<file path="config.mk">
export PLATFORM = sky130hd
export DESIGN_NAME = reset_mode_nmi
export DESIGN_NICKNAME = d
export VERILOG_FILES = /design/src/rtl/rml_pkg.sv /design/src/rtl/rml_sync.sv /design/src/rtl/rml_reset_gen.sv /design/src/rtl/rml_mode_latch.sv /design/src/rtl/rml_nmi_ctrl.sv /design/src/rtl/reset_mode_nmi.sv
export SDC_FILE = /design/constraint.sdc
export NUM_CORES = 1
export LEC_CHECK = 0
export BUFFER_PORTS_ARGS = -buffer_cell sky130_fd_sc_hd__buf_2
export CAP_MARGIN = 20
export CORE_MARGIN = 4
export CORE_UTILIZATION = 49
export CTS_CLUSTER_SIZE = 25
export DETAILED_ROUTE_END_ITERATION = 6
export GPL_TIMING_DRIVEN = 0
export PLACE_DENSITY = 0.75
export SYNTH_ARGS = -nofsm -noshare
export SYNTH_HDL_FRONTEND = slang
export SYNTH_SLANG_ARGS = --single-unit
</file>
<file path="constraint.sdc">
create_clock -name clk -period 0.88 [get_ports clk]
set_clock_uncertainty 0.05 [all_clocks]
set_input_delay 0.132 -clock clk [delete_from_list [all_inputs] [get_ports clk]]
set_output_delay 0.132 -clock clk [all_outputs]
set_load 0.005 [all_outputs]
</file>
<file path="src/rtl/rml_pkg.sv">
package rml_pkg;
  localparam int MODE_W = 3;
  typedef logic [MODE_W-1:0] op_mode_t;
  localparam logic [1:0] NMI_PRIO = 2'd3;
endpackage

</file>
<file path="src/rtl/rml_sync.sv">
module rml_sync #(
  parameter int   STAGES    = 2,
  parameter logic RESET_VAL = 1'b0
) (
  input  logic clk,
  input  logic arst_n,
  input  logic d,
  output logic q
);
  logic [STAGES-1:0] chain;

  for (genvar i = 0; i < STAGES; i++) begin : g_stage
    if (i == 0) begin : g_first
      always_ff @(posedge clk or negedge arst_n) begin
        if (!arst_n) chain[0] <= RESET_VAL;
        else         chain[0] <= d;
      end
    end else begin : g_next
      always_ff @(posedge clk or negedge arst_n) begin
        if (!arst_n) chain[i] <= RESET_VAL;
        else         chain[i] <= chain[i-1];
      end
    end
  end

  assign q = chain[STAGES-1];
endmodule

</file>
<file path="src/rtl/rml_reset_gen.sv">
module rml_reset_gen #(
  parameter int HOLD_CYCLES = 8,
  parameter int SYNC_STAGES = 2
) (
  input  logic clk,
  input  logic ext_rst_n,
  output logic arst_n,
  output logic core_run,
  output logic release_now
);
  localparam int HW = $clog2(HOLD_CYCLES + 1);
  localparam logic [HW-1:0] LAST = HW'(HOLD_CYCLES - 1);

  logic [HW-1:0] hold_cnt;
  logic          done_q;

  rml_sync #(.STAGES(SYNC_STAGES), .RESET_VAL(1'b0)) u_rst_sync (
    .clk    (clk),
    .arst_n (ext_rst_n),
    .d      (1'b1),
    .q      (arst_n)
  );

  always_ff @(posedge clk or negedge arst_n) begin
    if (!arst_n) begin
      hold_cnt <= '0;
      done_q   <= 1'b0;
    end else if (!done_q) begin
      if (hold_cnt == LAST) done_q <= 1'b1;
      else                  hold_cnt <= hold_cnt + 1'b1;
    end
  end

  assign release_now = arst_n & ~done_q & (hold_cnt == LAST);
  assign core_run    = done_q;

  // Independent saturating cycle count since synchronized release
  logic [HW-1:0] chk_cnt;
  always_ff @(posedge clk or negedge arst_n) begin
    if (!arst_n)                         chk_cnt <= '0;
    else if (chk_cnt != HW'(HOLD_CYCLES)) chk_cnt <= chk_cnt + 1'b1;
  end

  p_hold_len_r2: assert property (@(posedge clk) disable iff (!arst_n)
    $rose(done_q) |-> chk_cnt == HW'(HOLD_CYCLES));
  p_no_early_run_r2: assert property (@(posedge clk) disable iff (!arst_n)
    (chk_cnt < HW'(HOLD_CYCLES)) |-> !done_q);
endmodule

</file>
<file path="src/rtl/rml_mode_latch.sv">
module rml_mode_latch
  import rml_pkg::*;
(
  input  logic     clk,
  input  logic     arst_n,
  input  logic     capture,
  input  logic     run,
  input  op_mode_t strap_mode,
  input  logic     pll_strap,
  input  logic     sw_we,
  input  op_mode_t sw_wdata,
  output op_mode_t mode_q,
  output logic     pen_q
);
  always_ff @(posedge clk or negedge arst_n) begin
    if (!arst_n) begin
      mode_q <= '0;
      pen_q  <= 1'b0;
    end else if (capture) begin
      mode_q <= strap_mode;
      pen_q  <= pll_strap;
    end else if (run && sw_we) begin
      mode_q <= sw_wdata;
    end
  end

  p_sw_write_r5: assert property (@(posedge clk) disable iff (!arst_n)
    (run && sw_we) |=> mode_q == $past(sw_wdata));
  p_sw_ignored_r5: assert property (@(posedge clk) disable iff (!arst_n)
    (!run && !capture) |=> $stable(mode_q));
  p_pen_hold_r4: assert property (@(posedge clk) disable iff (!arst_n)
    !capture |=> $stable(pen_q));
endmodule

</file>
<file path="src/rtl/rml_nmi_ctrl.sv">
module rml_nmi_ctrl #(
  parameter int SWITCH_CYCLES = 4,
  parameter int SYNC_STAGES   = 2
) (
  input  logic clk,
  input  logic arst_n,
  input  logic core_run,
  input  logic pin_n,
  input  logic ack,
  output logic role,
  output logic pending
);
  localparam int SW = $clog2(SWITCH_CYCLES + 1);
  localparam logic [SW-1:0] LAST = SW'(SWITCH_CYCLES - 1);

  logic          pin_s;
  logic          pin_prev;
  logic [SW-1:0] sw_cnt;
  logic          fall;

  rml_sync #(.STAGES(SYNC_STAGES), .RESET_VAL(1'b1)) u_pin_sync (
    .clk    (clk),
    .arst_n (arst_n),
    .d      (pin_n),
    .q      (pin_s)
  );

  always_ff @(posedge clk or negedge arst_n) begin
    if (!arst_n) pin_prev <= 1'b1;
    else         pin_prev <= pin_s;
  end

  // Switchover timer: the pin leaves its strap role only after the window
  always_ff @(posedge clk or negedge arst_n) begin
    if (!arst_n) begin
      sw_cnt <= '0;
      role   <= 1'b0;
    end else if (!core_run) begin
      sw_cnt <= '0;
      role   <= 1'b0;
    end else if (!role) begin
      if (sw_cnt == LAST) role <= 1'b1;
      else                sw_cnt <= sw_cnt + 1'b1;
    end
  end

  assign fall = role & pin_prev & ~pin_s;

  always_ff @(posedge clk or negedge arst_n) begin
    if (!arst_n)   pending <= 1'b0;
    else if (fall) pending <= 1'b1;
    else if (ack)  pending <= 1'b0;
  end

  logic [SW-1:0] chk_cnt;
  always_ff @(posedge clk or negedge arst_n) begin
    if (!arst_n)                            chk_cnt <= '0;
    else if (!core_run)                     chk_cnt <= '0;
    else if (chk_cnt != SW'(SWITCH_CYCLES)) chk_cnt <= chk_cnt + 1'b1;
  end

  p_switch_delay_r6: assert property (@(posedge clk) disable iff (!arst_n)
    $rose(role) |-> chk_cnt == SW'(SWITCH_CYCLES));
  p_role_needs_run_r6: assert property (@(posedge clk) disable iff (!arst_n)
    !core_run |-> !role);
  p_edge_sets_r7: assert property (@(posedge clk) disable iff (!arst_n)
    (role && pin_prev && !pin_s) |=> pending);
  p_sticky_r8: assert property (@(posedge clk) disable iff (!arst_n)
    (pending && !ack) |=> pending);
  p_ack_clears_r9: assert property (@(posedge clk) disable iff (!arst_n)
    (pending && ack && !(role && pin_prev && !pin_s)) |=> !pending);
  p_no_early_edge_r10: assert property (@(posedge clk) disable iff (!arst_n)
    !role |-> !pending);
endmodule

</file>
<file path="src/rtl/reset_mode_nmi.sv">
module reset_mode_nmi
  import rml_pkg::*;
#(
  parameter int HOLD_CYCLES   = 8,
  parameter int SWITCH_CYCLES = 4,
  parameter int SYNC_STAGES   = 2
) (
  input  logic              clk,
  input  logic              ext_rst_n,
  input  logic              mode_a,
  input  logic              mode_b,
  input  logic              modc_nmi_n,
  input  logic              pll_init,
  input  logic              sw_mode_we,
  input  logic [MODE_W-1:0] sw_mode_wdata,
  input  logic              nmi_ack,
  output logic              core_rst_n,
  output logic [MODE_W-1:0] op_mode,
  output logic              pll_pen,
  output logic              nmi_role,
  output logic              nmi_pending,
  output logic [1:0]        nmi_level
);
  logic     arst_n;
  logic     core_run;
  logic     release_now;
  op_mode_t strap_mode;

  assign strap_mode = {modc_nmi_n, mode_b, mode_a};

  rml_reset_gen #(.HOLD_CYCLES(HOLD_CYCLES), .SYNC_STAGES(SYNC_STAGES)) u_rst (
    .clk         (clk),
    .ext_rst_n   (ext_rst_n),
    .arst_n      (arst_n),
    .core_run    (core_run),
    .release_now (release_now)
  );

  rml_mode_latch u_mode (
    .clk        (clk),
    .arst_n     (arst_n),
    .capture    (release_now),
    .run        (core_run),
    .strap_mode (strap_mode),
    .pll_strap  (pll_init),
    .sw_we      (sw_mode_we),
    .sw_wdata   (sw_mode_wdata),
    .mode_q     (op_mode),
    .pen_q      (pll_pen)
  );

  rml_nmi_ctrl #(.SWITCH_CYCLES(SWITCH_CYCLES), .SYNC_STAGES(SYNC_STAGES)) u_nmi (
    .clk     (clk),
    .arst_n  (arst_n),
    .core_run(core_run),
    .pin_n   (modc_nmi_n),
    .ack     (nmi_ack),
    .role    (nmi_role),
    .pending (nmi_pending)
  );

  assign core_rst_n = core_run;
  assign nmi_level  = NMI_PRIO;

  p_reset_hold_r1: assert property (@(posedge clk)
    !ext_rst_n |-> (!core_rst_n && !nmi_role && !nmi_pending && op_mode == '0 && !pll_pen));
  p_mode_capture_r3: assert property (@(posedge clk) disable iff (!ext_rst_n)
    $rose(core_rst_n) |-> op_mode == $past({modc_nmi_n, mode_b, mode_a}));
  p_pen_capture_r4: assert property (@(posedge clk) disable iff (!ext_rst_n)
    $rose(core_rst_n) |-> pll_pen == $past(pll_init));
endmodule

</file>
Word level (Yosys, flattened, before mapping)
Index checks and enable logic that the tools add are counted.
- output and inout port bits: 9
- register bits: 19
- bits of input ports: 11
- logic and storage cells: 42
- bitwise gates (word level): 7
- multiplexer cells: 12
- reduce and logical (&&, ||, !) cells: 5
- equality and inequality tests: 4
- $add $sub $neg: 2
- operators by type and width (kind ; count):
    3-bit two-way mux ; 5
    1-bit two-way mux ; 7
    4-bit by 1-bit adder with 4-bit output (second input constant) ; 1
    1-bit bitwise AND ; 4
    4-bit by 3-bit == test with 1-bit output (second input constant) ; 1
    2-bit != test (second input constant) ; 2
    2-bit AND reduction ; 2
    2-bit nonzero test ; 2
    3-bit by 1-bit adder with 3-bit output (second input constant) ; 1
    3-bit by 2-bit == test with 1-bit output (second input constant) ; 1
    1-bit NOT ; 3
    1-bit logical AND ; 1

Longest topological paths before layout
- depth in word-level cells: 4
- gate-level depth with buffers: 5
- depth with buffers taken out: 5

Modules after synthesis
A second synthesis with hierarchy kept.
- cells, all modules: 71
- area, all modules: 847.1 um2
- modules (own cells, without submodules) (module ; cells each ; seq. area each (um2) ; times used ; area each (um2)):
    rml_reset_gen ; 25 ; 125.1 ; 1 ; 269.0
    rml_nmi_ctrl ; 22 ; 151.4 ; 1 ; 257.7
    rml_mode_latch ; 17 ; 100.1 ; 1 ; 198.9
    rml_sync at u_nmi.u_pin_sync ; 2 ; 52.6 ; 1 ; 52.6
    rml_sync at u_rst.u_rst_sync ; 2 ; 50.0 ; 1 ; 50.0
    reset_mode_nmi ; 3 ; 0.0 ; 1 ; 18.8

Worst setup path after synthesis
Ideal clock, no wire load.
- path kind: register -> register
- start point: reg u_rst.u_rst_sync.chain[1] (netlist: u_rst.u_rst_sync.q)
- end point: reg u_mode.pen_q
- path buffers: 0
- period minus slack after synthesis: 1.482 ns
- cell stages (with the launch flop): 3
- required time: 0.703 ns
- arrival time: 1.304 ns
- setup time: 0.127 ns
- slack: -0.602 ns
- cells stage by stage: dfrtp_1 and3_4 mux2_1
- longest elaborated chain between the ends: 2
- RTL lines (item ; line ; RTL):
    start: declaration ; rml_sync.sv:10 ; logic [STAGES-1:0] chain;
    start signal: indexed assignment ; rml_sync.sv:21 ; else chain[i] <= chain[i-1];
    1-bit bitwise AND (2 in series) ; rml_reset_gen.sv:34 ; assign release_now = arst_n & ~done_q & (hold_cnt == LAST);
    end signal: assignment ; rml_mode_latch.sv:21 ; pen_q <= pll_strap;
    end: declaration ; rml_mode_latch.sv:13 ; output logic pen_q
No other way between the ends.
A chain may end at the register's enable or synchronous reset.

Worst setup path in the final report
- start point: reg u_rst.hold_cnt[0]
- end point: reg u_mode.pen_q
- longest elaborated chain between the ends: 2
- RTL lines (item ; line ; RTL):
    start: declaration ; rml_reset_gen.sv:14 ; logic [HW-1:0] hold_cnt;
    start signal: assignment ; rml_reset_gen.sv:30 ; else hold_cnt <= hold_cnt + 1'b1;
    4-bit by 3-bit == test with 1-bit output ; rml_reset_gen.sv:34 ;
    1-bit bitwise AND ; rml_reset_gen.sv:34 ;
No other way between the ends.

==> flow_summary.toml <==
[synthesis]
syn_inst = 59
ys.flop_type = "dfrtp_1"
yosys_warnings = 0
netlist_area_um2 = 790
synth_cell_types = 26
async_flop_share_pct = 100
seq_area_frac_synth_pct = 60.7
synth_edf_count = 0
ys_ff_latch = 19
syn-mean-instance-area_um2 = 13.4

[route]
detail-route-antenna-nets = 0
vias = 568
drc = 0
viasPerCell = 5.07
drt_iter0_markers = 4
drt-total-wl_um = 1430
firstDrtPassIters = 4
wl_per_cell_um = 12.8

[floorplan]
rows = 14
core-area_um2 = 1510
die_y_um = 48.1
initial_core_util_pct = 52.4
die_x_um = 48.1
ios = 20
dieArea_um2 = 2320

[pwr]
powerDensity_nw_per_um2 = 1300
p_comb_share_pct = 7.8
switching_share_pct = 21.5
irDropWorstVdd_v = 0.000975
p_leak_nw = 0.532
p_sw_mw = 0.317
sequentialPowerShare_pct = 63.6
p_int_mw = 1.16
clkPwrFrac_pct = 28.6

[global_route]
antenna_found_initial = 0
grt_pass1_wl_um = 2190
grt_pass1_vias = 531
grt_max_degree = 20
grt_remaining_overflow = 0
grt.total_usage_pct = 13.7

[clock_tree]
cts_buffers = 3
cts_buffer_depth = 2
cts_sinks = 19
cts.clk_slew.worst_paths_ps = 110
cts_max_level = 1
ctsRootBufferMaster = "clkbuf_4"
clkLatencyLatePin_ps = 290
cts_tree = "built"

[critical_path]
required_ps = 1020
crit_arrival_ps = 1540
cp_max_fo = 4
worstSetupPathType = "reg2reg"
cp-start-kind = "flip-flop"
worst_setup_path_end_kind = "flip-flop"

[cells_and_area]
layout_common_cells = "16 x buf_2, 13 x dfrtp_1, 9 x buf_4, 6 x buf_6, 4 x nand2_1"
nets = 111
drive_gt1_share_pct = 56.3
final_util_pct = 75.1
layout_commonest_cell = "buf_2"
area_growth_pct = 43.3
num_antenna_cells = 0

[status]
status = "finished with violations"
violations = "negative setup slack"

[place]
place.port_buffers = 17
hpwl_um = 968
place.gp.congestion = 0.701

[timing]
rsz0062_at_grt = "yes"
report.final.slew_viol_count = 0
max_freq_mhz = 710
period_needed_ps = 1410
tns_ps = -6300
min_period_over_period_pct = 160
finalHoldViolCount = 0
finalSetupViolCount = 20
setup_slack_ps = -528

[min_path]
min_path_type = "in2reg"

[flow_run]
max-cap-violations = 0
## registers in the layout (all words and copies together) (netlist names)
name / count
u_nmi.role: 1
u_rst.u_rst_sync.chain: 1
u_rst.hold_cnt: 4
u_nmi.u_pin_sync.chain: 1
u_mode.pen_q: 1
u_rst.core_run: 1
u_nmi.u_pin_sync.q: 1
u_nmi.sw_cnt: 3
u_nmi.pin_prev: 1
u_rst.u_rst_sync.q: 1
u_nmi.pending: 1
u_mode.mode_q: 3
## metal layers
metal	GRT usage (%)	routed length, µm	vias up	part of all wire [%]
met2	22.1	672	20	47
met5	0	0	-	0
met3	3.69	127	2	8.9
li1	-	-	275	-
met4	6.45	10	0	0.70
met1	17.0	624	271	44
## timing repair
item / in CTS / in global routing
hold endpoints to repair: 4 / 1
resized for setup: 14 / 2
pin swaps: 7 / 5
setup endpoints to repair: 20 / 20
hold buffers: 2 / 1
buffers inserted: 8 / 4
## kinds of logic after synthesis
logic type | after synthesis | share of synthesized area [%]
flops | 19 | 60.7
simple gates | 14 | 11.9
compound gates | 10 | 10.6
buf+inv | 6 | 3.96
fa+ha+maj | 3 | 4.75
xor+xnor | 3 | 3.33
mux | 3 | 4.28
other cells | 1 | 0.475
## Yosys cell counts (2+ instances only)
cell type	n	area, µm²
mux2_1	2	22.5
ha_1	3	37.5
nand2_1	4	15.0
xor2_1	3	26.3
and3_1	3	18.8
buf_4	2	15.0
a221o_1	3	30.0
dfrtp_1	16	400
inv_1	3	11.3
nor2b_4	2	27.5
dfstp_2	3	78.8
## final timing paths
check / startpoint / end / slack [ps] / cells after the start
worst max-delay path: u_rst.hold_cnt[0] / u_mode.pen_q / -530 / 4
worst min-delay path: mode_a / u_mode.mode_q[0] / 20 / 2
worst max register to register: u_rst.hold_cnt[0] / u_mode.pen_q / -530 / 4
worst min register to register: u_rst.u_rst_sync.q / u_rst.hold_cnt[1] / 140 / 0
max in group asynchronous: u_rst.u_rst_sync.q / u_nmi.u_pin_sync.q / 370 / 0
min in group asynchronous: ext_rst_n / u_rst.u_rst_sync.q / 90 / 2
## through the flow
stage | hold slack, ps | std cells | power (mW) | setup slack (ps) | instance area, µm²
global route | 11.5 | 112 | 1.55 | -574 | 1130
floorplan | -214 | 61 | 0.985 | -493 | 827
global placement | -133 | 94 | 1.04 | -558 | 932
CTS | -110 | 108 | 1.48 | -508 | 1100
finish | 20.9 | 112 | 1.47 | -528 | 1130
detailed placement | -131 | 94 | 1.04 | -567 | 932
## worst max-delay path, stage by stage (launching register included)
cell and delay [ps]:
dfrtp_1 410, ha_4 160, nor2b_4 170, and3_4 220, mux2_4 300
## layout make-up
class                      instances  area, µm²
fill                             109        375
multi-input combinational         36        342
buffer                             3       26.3
inverter                           3       11.3
sequential                        19        485
tap                               16       20.0
clock buffer                       3       22.5
clock inverter                     1       5.00
timing repair buffer              31        219
## power groups by stage
stage          clock network, mW  logic, mW  registers [mW]
2_1_floorplan                  0     0.0345           0.951
3_3_place_gp                   0     0.0823           0.953
4_1_cts                    0.443     0.0938           0.939
5_1_grt                    0.476      0.131           0.943
6_report                   0.421      0.116           0.937
3_5_place_dp                   0     0.0832           0.955
Power figures use the tool's default switching activity.
